===== config.mk =====
export PLATFORM = sky130hd
export DESIGN_NAME = mbx_irq_top
export DESIGN_NICKNAME = d
export VERILOG_FILES = /design/src/rtl/mbx_irq_pkg.sv /design/src/rtl/mbx_rst_sync.sv /design/src/rtl/mbx_port_dec.sv /design/src/rtl/mbx_flag.sv /design/src/rtl/mbx_irq_top.sv
export SDC_FILE = /design/constraint.sdc
export NUM_CORES = 1
export LEC_CHECK = 0
export ABC_AREA = 1
export ABC_CLOCK_PERIOD_IN_PS = 800
export BUFFER_PORTS_ARGS = -buffer_cell sky130_fd_sc_hd__buf_4
export CORE_AREA = 3 3 40 42
export CTS_CLUSTER_DIAMETER = 120
export CTS_CLUSTER_SIZE = 28
export DETAILED_ROUTE_END_ITERATION = 10
export DIE_AREA = 0 0 43 45
export PLACE_DENSITY = 0.7
export SYNTH_ARGS = -nofsm -noshare
export SYNTH_HDL_FRONTEND = slang
export SYNTH_SLANG_ARGS = --single-unit

===== constraint.sdc =====
create_clock -name clk -period 0.8 [get_ports clk]
set_input_delay 0 -clock clk [delete_from_list [all_inputs] [get_ports clk]]
set_output_delay 0 -clock clk [all_outputs]
set_load 0.03 [all_outputs]

===== src/rtl/mbx_irq_pkg.sv =====
package mbx_irq_pkg;

  // Side index used for the generate loop and slot lookup.
  typedef enum logic {
    SIDE_L = 1'b0,
    SIDE_R = 1'b1
  } mbx_side_e;

  localparam int unsigned MBX_SIDES   = 2;
  localparam int unsigned MBX_ADDR_W  = 16;
  localparam int unsigned MBX_SYNC_ST = 2;

  // Mailbox word owned by a side: right owns the last word, left the one below.
  function automatic logic [31:0] mbx_slot(input int unsigned aw, input mbx_side_e side);
    logic [31:0] last_word;
    last_word = (32'd1 << aw) - 32'd1;
    return (side == SIDE_R) ? last_word : (last_word - 32'd1);
  endfunction

endpackage


===== src/rtl/mbx_rst_sync.sv =====
module mbx_rst_sync #(
  parameter int unsigned STAGES = 2
) (
  input  logic clk,
  input  logic rst_n,
  output logic rst_q_n
);

  logic [STAGES-1:0] chain_q;
  logic [STAGES-1:0] chain_d;

  always_comb begin
    chain_d = {chain_q[STAGES-2:0], 1'b1};
  end

  always_ff @(posedge clk or negedge rst_n) begin
    if (!rst_n) begin
      chain_q <= '0;
    end else begin
      chain_q <= chain_d;
    end
  end

  assign rst_q_n = chain_q[STAGES-1];

endmodule


===== src/rtl/mbx_port_dec.sv =====
module mbx_port_dec #(
  parameter int unsigned       ADDR_W    = 16,
  parameter logic [ADDR_W-1:0] OWN_SLOT  = '1,
  parameter logic [ADDR_W-1:0] PEER_SLOT = '0
) (
  input  logic              sel_n,
  input  logic              wr_n,
  input  logic              oe_n,
  input  logic [ADDR_W-1:0] addr,
  input  logic              busy_n,
  output logic              notify_peer,
  output logic              ack_own
);

  logic hit_own;
  logic hit_peer;
  logic is_write;
  logic is_read;

  always_comb begin
    hit_own     = (addr == OWN_SLOT);
    hit_peer    = (addr == PEER_SLOT);
    is_write    = !sel_n && !wr_n;
    is_read     = !sel_n && !oe_n;
    notify_peer = is_write && hit_peer && busy_n;
    ack_own     = is_read && hit_own;
  end

endmodule


===== src/rtl/mbx_flag.sv =====
module mbx_flag (
  input  logic clk,
  input  logic rst_n,
  input  logic feat_en,
  input  logic set_req,
  input  logic clr_req,
  output logic pend
);

  logic pend_q;
  logic pend_d;
  logic pend_upd;

  always_comb begin
    pend_upd = !feat_en || set_req || clr_req;
    if (!feat_en) begin
      pend_d = 1'b0;
    end else if (set_req) begin
      pend_d = 1'b1;
    end else if (clr_req) begin
      pend_d = 1'b0;
    end else begin
      pend_d = pend_q;
    end
  end

  always_ff @(posedge clk or negedge rst_n) begin
    if (!rst_n) begin
      pend_q <= 1'b0;
    end else if (pend_upd) begin
      pend_q <= pend_d;
    end
  end

  assign pend = pend_q;

  // a sampled notification raises the flag
  p_set_r2: assert property (@(posedge clk) disable iff (!rst_n)
    (feat_en && set_req) |=> pend);

  // notification beats a simultaneous clear
  p_set_wins_r7: assert property (@(posedge clk) disable iff (!rst_n)
    (feat_en && set_req && clr_req) |=> pend);

  // a lone read-clear drops the flag
  p_clear_r4: assert property (@(posedge clk) disable iff (!rst_n)
    (clr_req && !set_req) |=> !pend);

  // disabled feature leaves nothing pending
  p_off_r8: assert property (@(posedge clk) disable iff (!rst_n)
    (!feat_en) |=> !pend);

  // no event, no change
  p_hold_r10: assert property (@(posedge clk) disable iff (!rst_n)
    (feat_en && !set_req && !clr_req) |=> $stable(pend));

endmodule


===== src/rtl/mbx_irq_top.sv =====
module mbx_irq_top
  import mbx_irq_pkg::*;
#(
  parameter int unsigned ADDR_W  = MBX_ADDR_W,
  parameter int unsigned SYNC_ST = MBX_SYNC_ST
) (
  input  logic              clk,
  input  logic              rst_n,
  input  logic              feat_en,
  input  logic              l_sel_n,
  input  logic              l_wr_n,
  input  logic              l_oe_n,
  input  logic [ADDR_W-1:0] l_addr,
  input  logic              l_busy_n,
  input  logic              r_sel_n,
  input  logic              r_wr_n,
  input  logic              r_oe_n,
  input  logic [ADDR_W-1:0] r_addr,
  input  logic              r_busy_n,
  output logic              irq_l_n,
  output logic              irq_r_n
);

  localparam int unsigned NS = MBX_SIDES;

  logic              rst_q_n;
  logic [NS-1:0]     sel_v;
  logic [NS-1:0]     wr_v;
  logic [NS-1:0]     oe_v;
  logic [NS-1:0]     busy_v;
  logic [ADDR_W-1:0] addr_v [NS];
  logic [NS-1:0]     notify_v;
  logic [NS-1:0]     ack_v;
  logic [NS-1:0]     pend_v;

  always_comb begin
    sel_v  = {r_sel_n,  l_sel_n};
    wr_v   = {r_wr_n,   l_wr_n};
    oe_v   = {r_oe_n,   l_oe_n};
    busy_v = {r_busy_n, l_busy_n};
    addr_v[SIDE_L] = l_addr;
    addr_v[SIDE_R] = r_addr;
  end

  mbx_rst_sync #(.STAGES(SYNC_ST)) u_rst_sync (
    .clk     (clk),
    .rst_n   (rst_n),
    .rst_q_n (rst_q_n)
  );

  for (genvar p = 0; p < NS; p++) begin : g_side
    localparam mbx_side_e           ME    = mbx_side_e'(p);
    localparam mbx_side_e           OTHER = mbx_side_e'(NS - 1 - p);
    localparam logic [ADDR_W-1:0]   OWN   = ADDR_W'(mbx_slot(ADDR_W, ME));
    localparam logic [ADDR_W-1:0]   PEER  = ADDR_W'(mbx_slot(ADDR_W, OTHER));

    mbx_port_dec #(
      .ADDR_W    (ADDR_W),
      .OWN_SLOT  (OWN),
      .PEER_SLOT (PEER)
    ) u_dec (
      .sel_n       (sel_v[p]),
      .wr_n        (wr_v[p]),
      .oe_n        (oe_v[p]),
      .addr        (addr_v[p]),
      .busy_n      (busy_v[p]),
      .notify_peer (notify_v[p]),
      .ack_own     (ack_v[p])
    );

    mbx_flag u_flag (
      .clk     (clk),
      .rst_n   (rst_q_n),
      .feat_en (feat_en),
      .set_req (notify_v[NS-1-p]),
      .clr_req (ack_v[p]),
      .pend    (pend_v[p])
    );
  end

  assign irq_l_n = ~pend_v[SIDE_L];
  assign irq_r_n = ~pend_v[SIDE_R];

  // both lines inactive while the internal reset holds
  p_reset_idle_r1: assert property (@(posedge clk)
    (!rst_q_n) |-> (irq_l_n && irq_r_n));

  // a busy left writer cannot raise the right interrupt
  p_busy_blocks_r6: assert property (@(posedge clk) disable iff (!rst_q_n)
    (!l_busy_n && irq_r_n) |=> irq_r_n);

  // a busy right writer cannot raise the left interrupt
  p_busy_blocks_l_r6: assert property (@(posedge clk) disable iff (!rst_q_n)
    (!r_busy_n && irq_l_n) |=> irq_l_n);

  // only a left write of the last word can drop the right line
  p_no_spurious_r9: assert property (@(posedge clk) disable iff (!rst_q_n)
    (irq_r_n && !(!l_sel_n && !l_wr_n && (l_addr == '1))) |=> irq_r_n);

  // feature off forces both lines inactive
  p_disabled_r8: assert property (@(posedge clk) disable iff (!rst_q_n)
    (!feat_en) |=> (irq_l_n && irq_r_n));

endmodule


# [After elaboration in Yosys (flattened, before gate mapping)]
# Cells that the tools add are included.
[word_totals] ff_bits=4 word_cells=40 in_bits=43
[op_classes] bitwise_logic=2 reduce_logical=23 eq_ne=6 mux=6
[ops] operator="$eq 16x16->1 const B" count=4
[ops] operator="$logic_and 1x1->1" count=10
[ops] operator="$logic_not 1->1" count=7
[ops] operator="$mux 1" count=6
[ops] operator="$ne 3x1->1 const B" count=2
[ops] operator="$logic_or 1x1->1" count=4
[ops] operator="$reduce_and 2->1" count=2
[ops] operator="$not 1->1" count=2

# [Longest topological paths before layout]
# Gate-level depths: netlist (run 1).
[logic_depth] word_depth=7 depth_mapped=6 ltp_nobuf=6

# [By module]
# Synthesis (run 1) repeated with hierarchy kept, for this count alone.
[hier_totals] hier_cells=67 hier_area_um2=360.3
[by_module_without_submodules] module="mbx_port_dec at g_side[1].u_dec" cells_each=27 area_per_inst_um2=107.6 instances=1
[by_module_without_submodules] module="mbx_flag" cells_each=6 area_per_inst_um2=48.8 instances=2
[by_module_without_submodules] module="mbx_port_dec at g_side[0].u_dec" cells_each=23 area_per_inst_um2=93.8 instances=1
[by_module_without_submodules] module="mbx_rst_sync" cells_each=3 area_per_inst_um2=53.8 instances=1
[by_module_without_submodules] module="mbx_irq_top" cells_each=2 area_per_inst_um2=7.5 instances=1

# [Least setup slack after synthesis (run 1)]
# OpenSTA, ideal clock, no wires.
[synth_path] kind="reg-to-reg" from="register, netlist name g_side[0].u_flag.pend" to="register g_side[0].u_flag.pend_q" t_required_ps=676 period_less_slack_ps=881 setup_ps=124 path_slack_ps=-81 arrival_ps=757 n_path_buf=0 stages_incl_launch_ff=4 cell_sequence="dfrtp_1 > inv_1 > o21bai_1 > a21oi_1"
[synth_lines] item="end signal: assignment" line="mbx_flag.sv:31" rtl="pend_q <= pend_d;"
[synth_lines] item="end: declaration" line="mbx_flag.sv:10" rtl="logic pend_q;"

# [Final worst setup path (run 1)]
[layout_path] from="register g_side[0].u_flag.pend_q" to="output irq_l_n"
[layout_between] elab_chain_len=1
[layout_rtl] item="$not 1->1" line="mbx_irq_top.sv:81" rtl="assign irq_l_n = ~pend_v[SIDE_L];"
[layout_rtl] item="end: declaration" line="mbx_irq_top.sv:20" rtl="output logic irq_l_n,"
# Every way passes these cells.

==> results.toml, run 1 <==
[sta]
hold_viol = 0
fin_hold_ws_ns = 0.0127
finalCritPeriodShare = 0.971
worst_slack_ns = 0.0232
rsz0062_at_grt = "yes"
setup_viol = 0
fmax_mhz = 1290
final_max_slew_viol_count = 0
skew_ns = 0.00385
period_minus_slack_ns = 0.777

[setup_path]
worst_setup_path_start_kind = "register"
cp-end-kind = "output port"
path_class = "reg2out"
cp.required_ns = 0.80
arrival_ns = 0.78
critPathMaxFanout = 2

[pwr]
power_uw = 665
comb_power_share = 0.317
p_int_uw = 525
seq_power_share = 0.318
vdd_drop_max_v = 0.000923
power_frac_clock = 0.366
p_sw_frac = 0.210
power.switching_uw = 139
p_per_area_mw_per_mm2 = 918
leakagePower_uw = 0.000367

[logic_synthesis]
ys.flop_type = "dfrtp_1"
synth-seq-area-share = 0.299
synth.area.top_cells = "dfrtp_1 (30%), nand2_1 (24%), nor2_1 (12%)"
synth.cell_area_um2 = 335
async_flop_share = 1.00
ys_types = 11
synth_top_area_share = 0.299
synth_top_cell_by_area = "dfrtp_1"
synth_edf_count = 0
synthesis.nets = 100
netlist_instances = 57
synth.most_common_cell = "nand2_1"
yosys-top-cells-count = "nand2_1 (21), nor2_1 (11), nand3_1 (5)"
synth-seq-cells = 4
yosys_warnings = 0
avgSynthCellArea_um2 = 5.88

[floorplan]
start_util = 0.261
ios = 45
fp-row-count = 13
core_mm2 = 0.00128
die-area_mm2 = 0.00194
die_x_um = 43
die_h_um = 45

[routing]
post_drt_wl_per_cell_um = 9.03
vias = 504
drc_errors = 0
drt_first_iter_violations = 2
routed_wl_mm = 1.08
dr.pass1.iters = 2
vias_per_cell = 4.20
drtAntennaViolNets = 0

[grt]
antenna_found_initial = 0
grt-ovfl-total = 0
grtUsageTotal = 0.120
grt_pass1_vias = 491
grt_pass1_wl_mm = 1.73
grt_max_degree = 3

[clock_network]
clk_latency_ns = 0.23
numCtsBuffers = 3
cts_htree_levels = 1
cts_tree = "done"
cts-root-buf = "clkbuf_4"
clock-sinks = 4
cts_buffer_depth = 2
cts.reportedPaths.clkPinSlew_ns = 0.04
postCtsSetupBuffers = 0

[finish]
fin_nets = 150
areaGrowthSynthToFinish_pct = 116
drive_gt1_frac = 0.505
fin_util = 0.564
diodes = 0

[placed_design]
gp_congestion = 0.705
portBuffers = 44
dp_slack_ns = 0.0819
dp_hpwl_um = 965

[min_path]
hp-class = "reg2async"

[outcome]
outcome = "finished clean"

[run]
drv_cap = 0
==> layer usage <==
layer | share of wire | vias to the layer above | track usage
met3 | 0.077 | 0 | 0.0398
met4 | 0 | 0 | 0.0723
met2 | 0.60 | 13 | 0.243
met5 | 0 | - | 0
li1 | - | 275 | -
met1 | 0.32 | 216 | 0.100
==> timing repair <==
item	4_1_cts	5_1_grt
endpoints found under the setup margin	1	2
hold endpoints to repair	2	0
gates resized for setup	1	1
hold buffers	1	0
==> worst paths after layout <==
check	from	to	slack [ns]	cells after the start
min reg2reg	u_rst_sync.chain_q[1]	g_side[0].u_flag.pend	0.01	0
min in group clk	feat_en	g_side[0].u_flag.pend	0.02	3
max	g_side[0].u_flag.pend	irq_l_n	0.02	2
min	u_rst_sync.chain_q[1]	g_side[0].u_flag.pend	0.01	0
max in group asynchronous	rst_n	u_rst_sync.chain_q[1]	0.61	2
max reg2reg	g_side[1].u_flag.pend	g_side[1].u_flag.pend	0.08	3
==> power groups by stage <==
stage                     clock network, uW  logic, uW  registers (uW)
after floorplan                           0       40.8             213
after global placement                    0        204             214
after detailed placement                  0        208             214
after CTS                               257        212             211
after global routing                    286        232             212
final                                   243        210             211
==> logic make-up after synthesis <==
family                 synth area share
buffers and inverters            0.0448
AO/OA/AOI/OAI                    0.0746
AND/OR/NAND/NOR                   0.571
other                            0.0112
flip-flops                        0.299
==> layout make-up <==
class	count	area (um^2)
flip-flops and latches	4	100
fillers	134	561
multi-input cells	49	220
clock buffers	3	22.5
inverters	4	15.0
well taps	15	18.8
repair buffers	45	348
==> registers in the layout (all words and copies together), names as in the netlist <==
| register | cells |
|---|---|
| g_side.u_flag.pend | 2 |
| u_rst_sync.chain_q | 2 |
==> cells in the final DEF (no fill, tap or decap), drive strengths merged <==
cell and count:
inv 4, a21oi 2, nand2 21, dlygate4sd3 1, conb 1, o21bai 2
clkbuf 3, dfrtp 4, nand3b 2, nor2 15, nand4 1, nand3 5
buf 44
==> metrics by stage <==
stage	instance area (um^2)	std cells	setup TNS, ns
floorplan	335	57	0
finish	724	120	0
detailed placement	684	116	0
global route	724	120	-0.0362
CTS	721	120	0
global placement	684	116	0
==> critical path: stages, from the launching register on <==
cell,delay (ns)
dfrtp_1,0.36
inv_2,0.06
buf_6,0.12
(Power assumes the default switching activity.)
==> inputs of run 2 (changes only) <==
- CORE_AREA: 3 3 40 42 -> default
- CORE_MARGIN: default -> 3
- CORE_UTILIZATION: default -> 27
- DIE_AREA: 0 0 43 45 -> default
- PLACE_DENSITY: 0.7 -> 0.72
- SYNTH_HIERARCHICAL: default -> 1
==> run 2 against run 1 <==
Compared with the run above:
- global-route usage increased by 1.7 points
- cell area increased by 6.7%
- sequential share of layout area fell by 0.87 points
- first-iteration DRC count fell by 50%
- worst setup slack got worse by 0.015 ns
- clock skew fell by 0.0031 ns
- critical endpoint unchanged
- cell count increased by 10%
==> results.toml, run 2 <==
[setup_path]
cp-end-kind = "output port"
worst_setup_path_start_kind = "register"
cp.required_ns = 0.80
path_class = "reg2out"
critPathMaxFanout = 2
arrival_ns = 0.79
r2r_slack_ns = 0.07

[routing]
vias = 531
drt_first_iter_violations = 1
routed_wl_mm = 1.04
drc_errors = 0
dr.pass1.iters = 2
drtAntennaViolNets = 0
post_drt_wl_per_cell_um = 7.91
vias_per_cell = 4.02

[logic_synthesis]
synth_top_cell_by_area = "dfrtp_1"
ys.flop_type = "dfrtp_1"
ys_types = 8
synthesis.nets = 110
yosys-top-cells-count = "nand2_1 (23), inv_1 (16), nor2_1 (13), nand3_1 (5), dfrtp_1 (4)"
synth_edf_count = 0
synth.area.top_cells = "dfrtp_1 (28%), nand2_1 (24%), inv_1 (17%)"
yosys_warnings = 6
synth-seq-cells = 4
avgSynthCellArea_um2 = 5.38
muxShareOfSynthArea = 0
netlist_instances = 67
synth.most_common_cell = "nand2_1"
async_flop_share = 1.00
synth_adder_area_share = 0
synth.cell_area_um2 = 360
yosys.area_share.simple = 0.497
synth_compound_area_frac = 0.0486
synth_top_area_share = 0.278
synth_top_family_by_area = "simple AND/OR/NAND/NOR gates"
synth-seq-area-share = 0.278
synth-xor-area-share = 0

[floorplan]
ios = 45
die_h_um = 42.5
start_util = 0.308
core_mm2 = 0.00117
die-area_mm2 = 0.00181
fp-row-count = 12
die_x_um = 42.5

[grt]
busiest_layer = "met2"
grt_max_degree = 3
grt_pass1_wl_mm = 1.96
grtUsageTotal = 0.137
grt_util_met3 = 0.0386
grt_pass1_vias = 562
use_met2 = 0.246
grt-ovfl-total = 0
met1_usage = 0.141
antenna_found_initial = 0

[sta]
fmax_mhz = 1260
finalCritPeriodShare = 0.990
skew_ns = 0.000773
setup_viol = 0
tns_ns = 0
hold_viol = 0
rsz0062_at_grt = "yes"
period_minus_slack_ns = 0.792
final_max_slew_viol_count = 0

[min_path]
hp-class = "reg2async"

[pwr]
p_sw_frac = 0.205
vdd_drop_max_v = 0.000360
p_per_area_mw_per_mm2 = 861
seq_power_share = 0.317
comb_power_share = 0.320
power.switching_uw = 137
leakagePower_uw = 0.000420
power_frac_clock = 0.363
p_int_uw = 529

[finish]
diodes = 0
mostFrequentLayoutCells = "buf_4 (44), nand2_1 (23), inv_1 (16), nor2_1 (13), nand3_1 (5)"
drive_gt1_frac = 0.458
final_common_cell = "buf_4"
final_cell_count_no_fill = 132
areaGrowthSynthToFinish_pct = 115
fin_nets = 163

[clock_network]
cts_htree_levels = 1
cts.reportedPaths.clkPinSlew_ns = 0.04
clk_latency_ns = 0.23
cts_tree = "done"
numCtsBuffers = 3
clock-sinks = 4
cts-root-buf = "clkbuf_4"
cts_buffer_depth = 2

[run]
drv_cap = 0

[placed_design]
dp.cells = 125
gp_congestion = 0.625
portBuffers = 44
dp_hpwl_um = 914

[outcome]
outcome = "finished clean"
[run 2: critical path, stage by stage (launching register included)]
cell	delay, ns
dfrtp_1	0.37
inv_1	0.07
buf_6	0.12
[run 2: power groups by stage]
stage / combinational [uW] / clock, uW / sequential [uW]
2_1_floorplan: 44.4 / 0 / 213
3_3_place_gp: 201 / 0 / 214
3_5_place_dp: 206 / 0 / 214
4_1_cts: 215 / 251 / 211
5_1_grt: 243 / 266 / 212
6_report: 213 / 242 / 211
[run 2: stage by stage]
| stage | util | setup WS [ns] | hold WS [ns] | total power, uW | area [um^2] |
|---|---|---|---|---|---|
| after floorplan | - | 0.218 | -0.296 | 258 | 360 |
| after global placement | 0.605 | 0.0679 | -0.218 | 415 | 708 |
| after detailed placement | 0.605 | 0.0552 | -0.217 | 420 | 708 |
| after CTS | 0.654 | 0.000702 | 0.0215 | 677 | 766 |
| after global routing | 0.660 | -0.0236 | 0.0290 | 720 | 773 |
| final | 0.660 | 0.00791 | 0.0213 | 666 | 773 |
[run 2: final timing paths]
path / start / endpoint / depth (start not counted)
worst max-delay path: g_side[0].u_flag/pend / irq_l_n / 2
worst min-delay path: u_rst_sync/chain_q[1] / g_side[1].u_flag/pend / 0
worst max register to register: g_side[0].u_flag/pend / g_side[0].u_flag/pend / 3
worst min register to register: u_rst_sync/chain_q[1] / g_side[1].u_flag/pend / 0
max in group asynchronous: rst_n / u_rst_sync/chain_q[0] / 2
min in group clk: r_wr_n / g_side[0].u_flag/pend / 8
[run 2: repair_timing]
action / in CTS / in global routing
hold endpoints to repair: 3 / 0
endpoints found under the setup margin: 2 / 2
resized for setup: 2 / 0
hold buffers: 2 / 0
buffers inserted: 1 / 1
gates cloned: 0 / 0
[run 2: kinds of logic after synthesis]
family / count (synthesis)
flip-flops: 4
buffers and inverters: 16
AND/OR/NAND/NOR: 44
other: 1
AO/OA/AOI/OAI: 2
[run 2: routing by layer]
layer / part of all wire / up-vias
li1: - / 292
met1: 0.33 / 209
met2: 0.53 / 30
met3: 0.14 / 0
met4: 0 / 0
met5: 0 / -
[run 2: layout make-up]
class / count / area, um^2
fillers: 117 / 398
repair buffers: 48 / 373
multi-input cells: 47 / 200
flip-flops and latches: 4 / 100
inverters: 16 / 60.1
clock buffers: 3 / 22.5
well taps: 14 / 17.5
==> inputs of run 3 (changes only) <==
- ABC_CLOCK_PERIOD_IN_PS: 800 -> 900
- CORE_AREA: default -> 3 3 40 42
- CORE_MARGIN: 3 -> default
- CORE_UTILIZATION: 27 -> default
- CTS_CLUSTER_DIAMETER: 120 -> 150
- DIE_AREA: default -> 0 0 43 45
- PLACE_DENSITY: 0.72 -> 0.69
- clock period: 0.8 -> 0.9 ns (I/O delays scaled with it)
==> run 3 against run 2 <==
Compared with the run above:
- clock power down 12%
- register-to-register slack better by 0.22 ns
- wire length shrank 3.9%
- non-clock buffer count is 2 lower
- sequential cell count is the same
- count of clock-buffer cells in the layout unchanged
- total power fell by 12%
- cell count decreased by 0.76%
- utilization down 7.5 points
- combinational power fell by 12%
- global-route usage shrank 3.0 points
- critical path depth unchanged
==> results.toml, run 3 (synthesized netlist as in run 2, its figures left out) <==
[grt]
antenna_found_initial = 0
busiest_layer = "met2"
grt_pass1_vias = 469
grt_pass1_wl_mm = 1.58
use_met2 = 0.210
grt_max_degree = 3
grtUsageTotal = 0.107
grt-ovfl-total = 0
met1_usage = 0.0998
grt_util_met3 = 0.0199

[min_path]
hp-class = "reg2async"

[pwr]
p_int_uw = 470
leakagePower_uw = 0.000405
comb_power_share = 0.319
power_frac_clock = 0.362
power.switching_uw = 119
vdd_drop_max_v = 0.000705
p_per_area_mw_per_mm2 = 783
p_sw_frac = 0.201
seq_power_share = 0.319

[sta]
final_max_slew_viol_count = 0
finalCritPeriodShare = 0.896
tns_ns = 0
period_minus_slack_ns = 0.806
rsz0062_at_grt = "no"
fin_hold_ws_ns = 0.0178
hold_viol = 0
setup_viol = 0
worst_slack_ns = 0.0936
fmax_mhz = 1240
skew_ns = 0.00362

[setup_path]
arrival_ns = 0.81
critPathMaxFanout = 2
path_class = "reg2out"
path_cells = "inv_1 -> buf_4"
worst_setup_path_start_kind = "register"
cp-end-kind = "output port"
cp_num_buf_inv = 2
cp.required_ns = 0.90
cpPeakStageDelay_ns = 0.37
worst_path_dominant_cell_family = "flip-flops"
crit_path_top_delay_cell = "dfrtp_1"

[clock_network]
clk_latency_ns = 0.23
cts-root-buf = "clkbuf_4"
cts_buffer_depth = 2
cts_htree_levels = 1
numCtsBuffers = 3
cts_tree = "done"
cts_resized = 0
clock-sinks = 4
cts.reportedPaths.clkPinSlew_ns = 0.04

[floorplan]
start_util = 0.280
ios = 45
fp-row-count = 13
die_h_um = 45
die-area_mm2 = 0.00194
core_mm2 = 0.00128
die_x_um = 43

[placed_design]
portBuffers = 44
dp_slack_ns = 0.138
dp.cells = 126
dp_hpwl_um = 936
gp_congestion = 0.756

[finish]
final_cell_count_no_fill = 131
fillCellCount = 140
fin_nets = 161
areaGrowthSynthToFinish_pct = 109
diodes = 0
mostFrequentLayoutCells = "buf_4 (44), nand2_1 (23), inv_1 (16), nor2_1 (13), nand3_1 (5)"
final_common_cell = "buf_4"
drive_gt1_frac = 0.448

[routing]
dr.pass1.iters = 4
vias_per_cell = 4.03
drtAntennaViolNets = 0
post_drt_wl_per_cell_um = 7.66
drt_first_iter_violations = 2
vias = 528
routed_wl_mm = 1.00
drc_errors = 0

[run]
drv_cap = 0

[outcome]
outcome = "finished clean"
-- run 3: metal layers --
layer,up-vias,share of wire
met4,0,0
met1,208,0.32
met2,29,0.54
met5,-,0
li1,291,-
met3,0,0.14
-- run 3: area by class of cell --
class,count,area (um^2),area share
timing repair buffer,46,350,0.466
clock buffer,3,22.5,0.0300
sequential,4,100,0.133
multi-input combinational,47,200,0.266
tap,15,18.8,0.0250
inverter,16,60.1,0.0799
-- run 3: path summary, 6_finish.rpt --
check / cells after the start / from / end / slack, ns
max in group asynchronous: 2 / rst_n / u_rst_sync/chain_q[1] / 0.73
hold reg to reg: 0 / u_rst_sync/chain_q[1] / g_side[0].u_flag/pend / 0.02
min in group clk: 8 / l_wr_n / g_side[1].u_flag/pend / 0.20
setup / recovery: 2 / g_side[0].u_flag/pend / irq_l_n / 0.09
hold / removal: 0 / u_rst_sync/chain_q[1] / g_side[0].u_flag/pend / 0.02
setup reg to reg: 2 / g_side[0].u_flag/pend / g_side[0].u_flag/pend / 0.29
-- run 3: timing repair --
action,in CTS,in global routing
buffers inserted,0,0
hold endpoints to repair,3,0
hold buffers,2,0
-- run 3: power groups by stage --
stage,Clock [uW],Combinational (uW),Sequential (uW)
2_1_floorplan,0,39.5,189
3_3_place_gp,0,180,190
3_5_place_dp,0,183,190
4_1_cts,225,190,188
5_1_grt,235,209,188
6_report,213,188,188
-- run 3: metrics by stage --
stage,cell area [um^2],util,total power [uW]
after floorplan,360,-,229
after global placement,709,0.552,370
after detailed placement,709,0.552,373
after CTS,752,0.585,603
after global routing,752,0.585,632
final,752,0.585,589
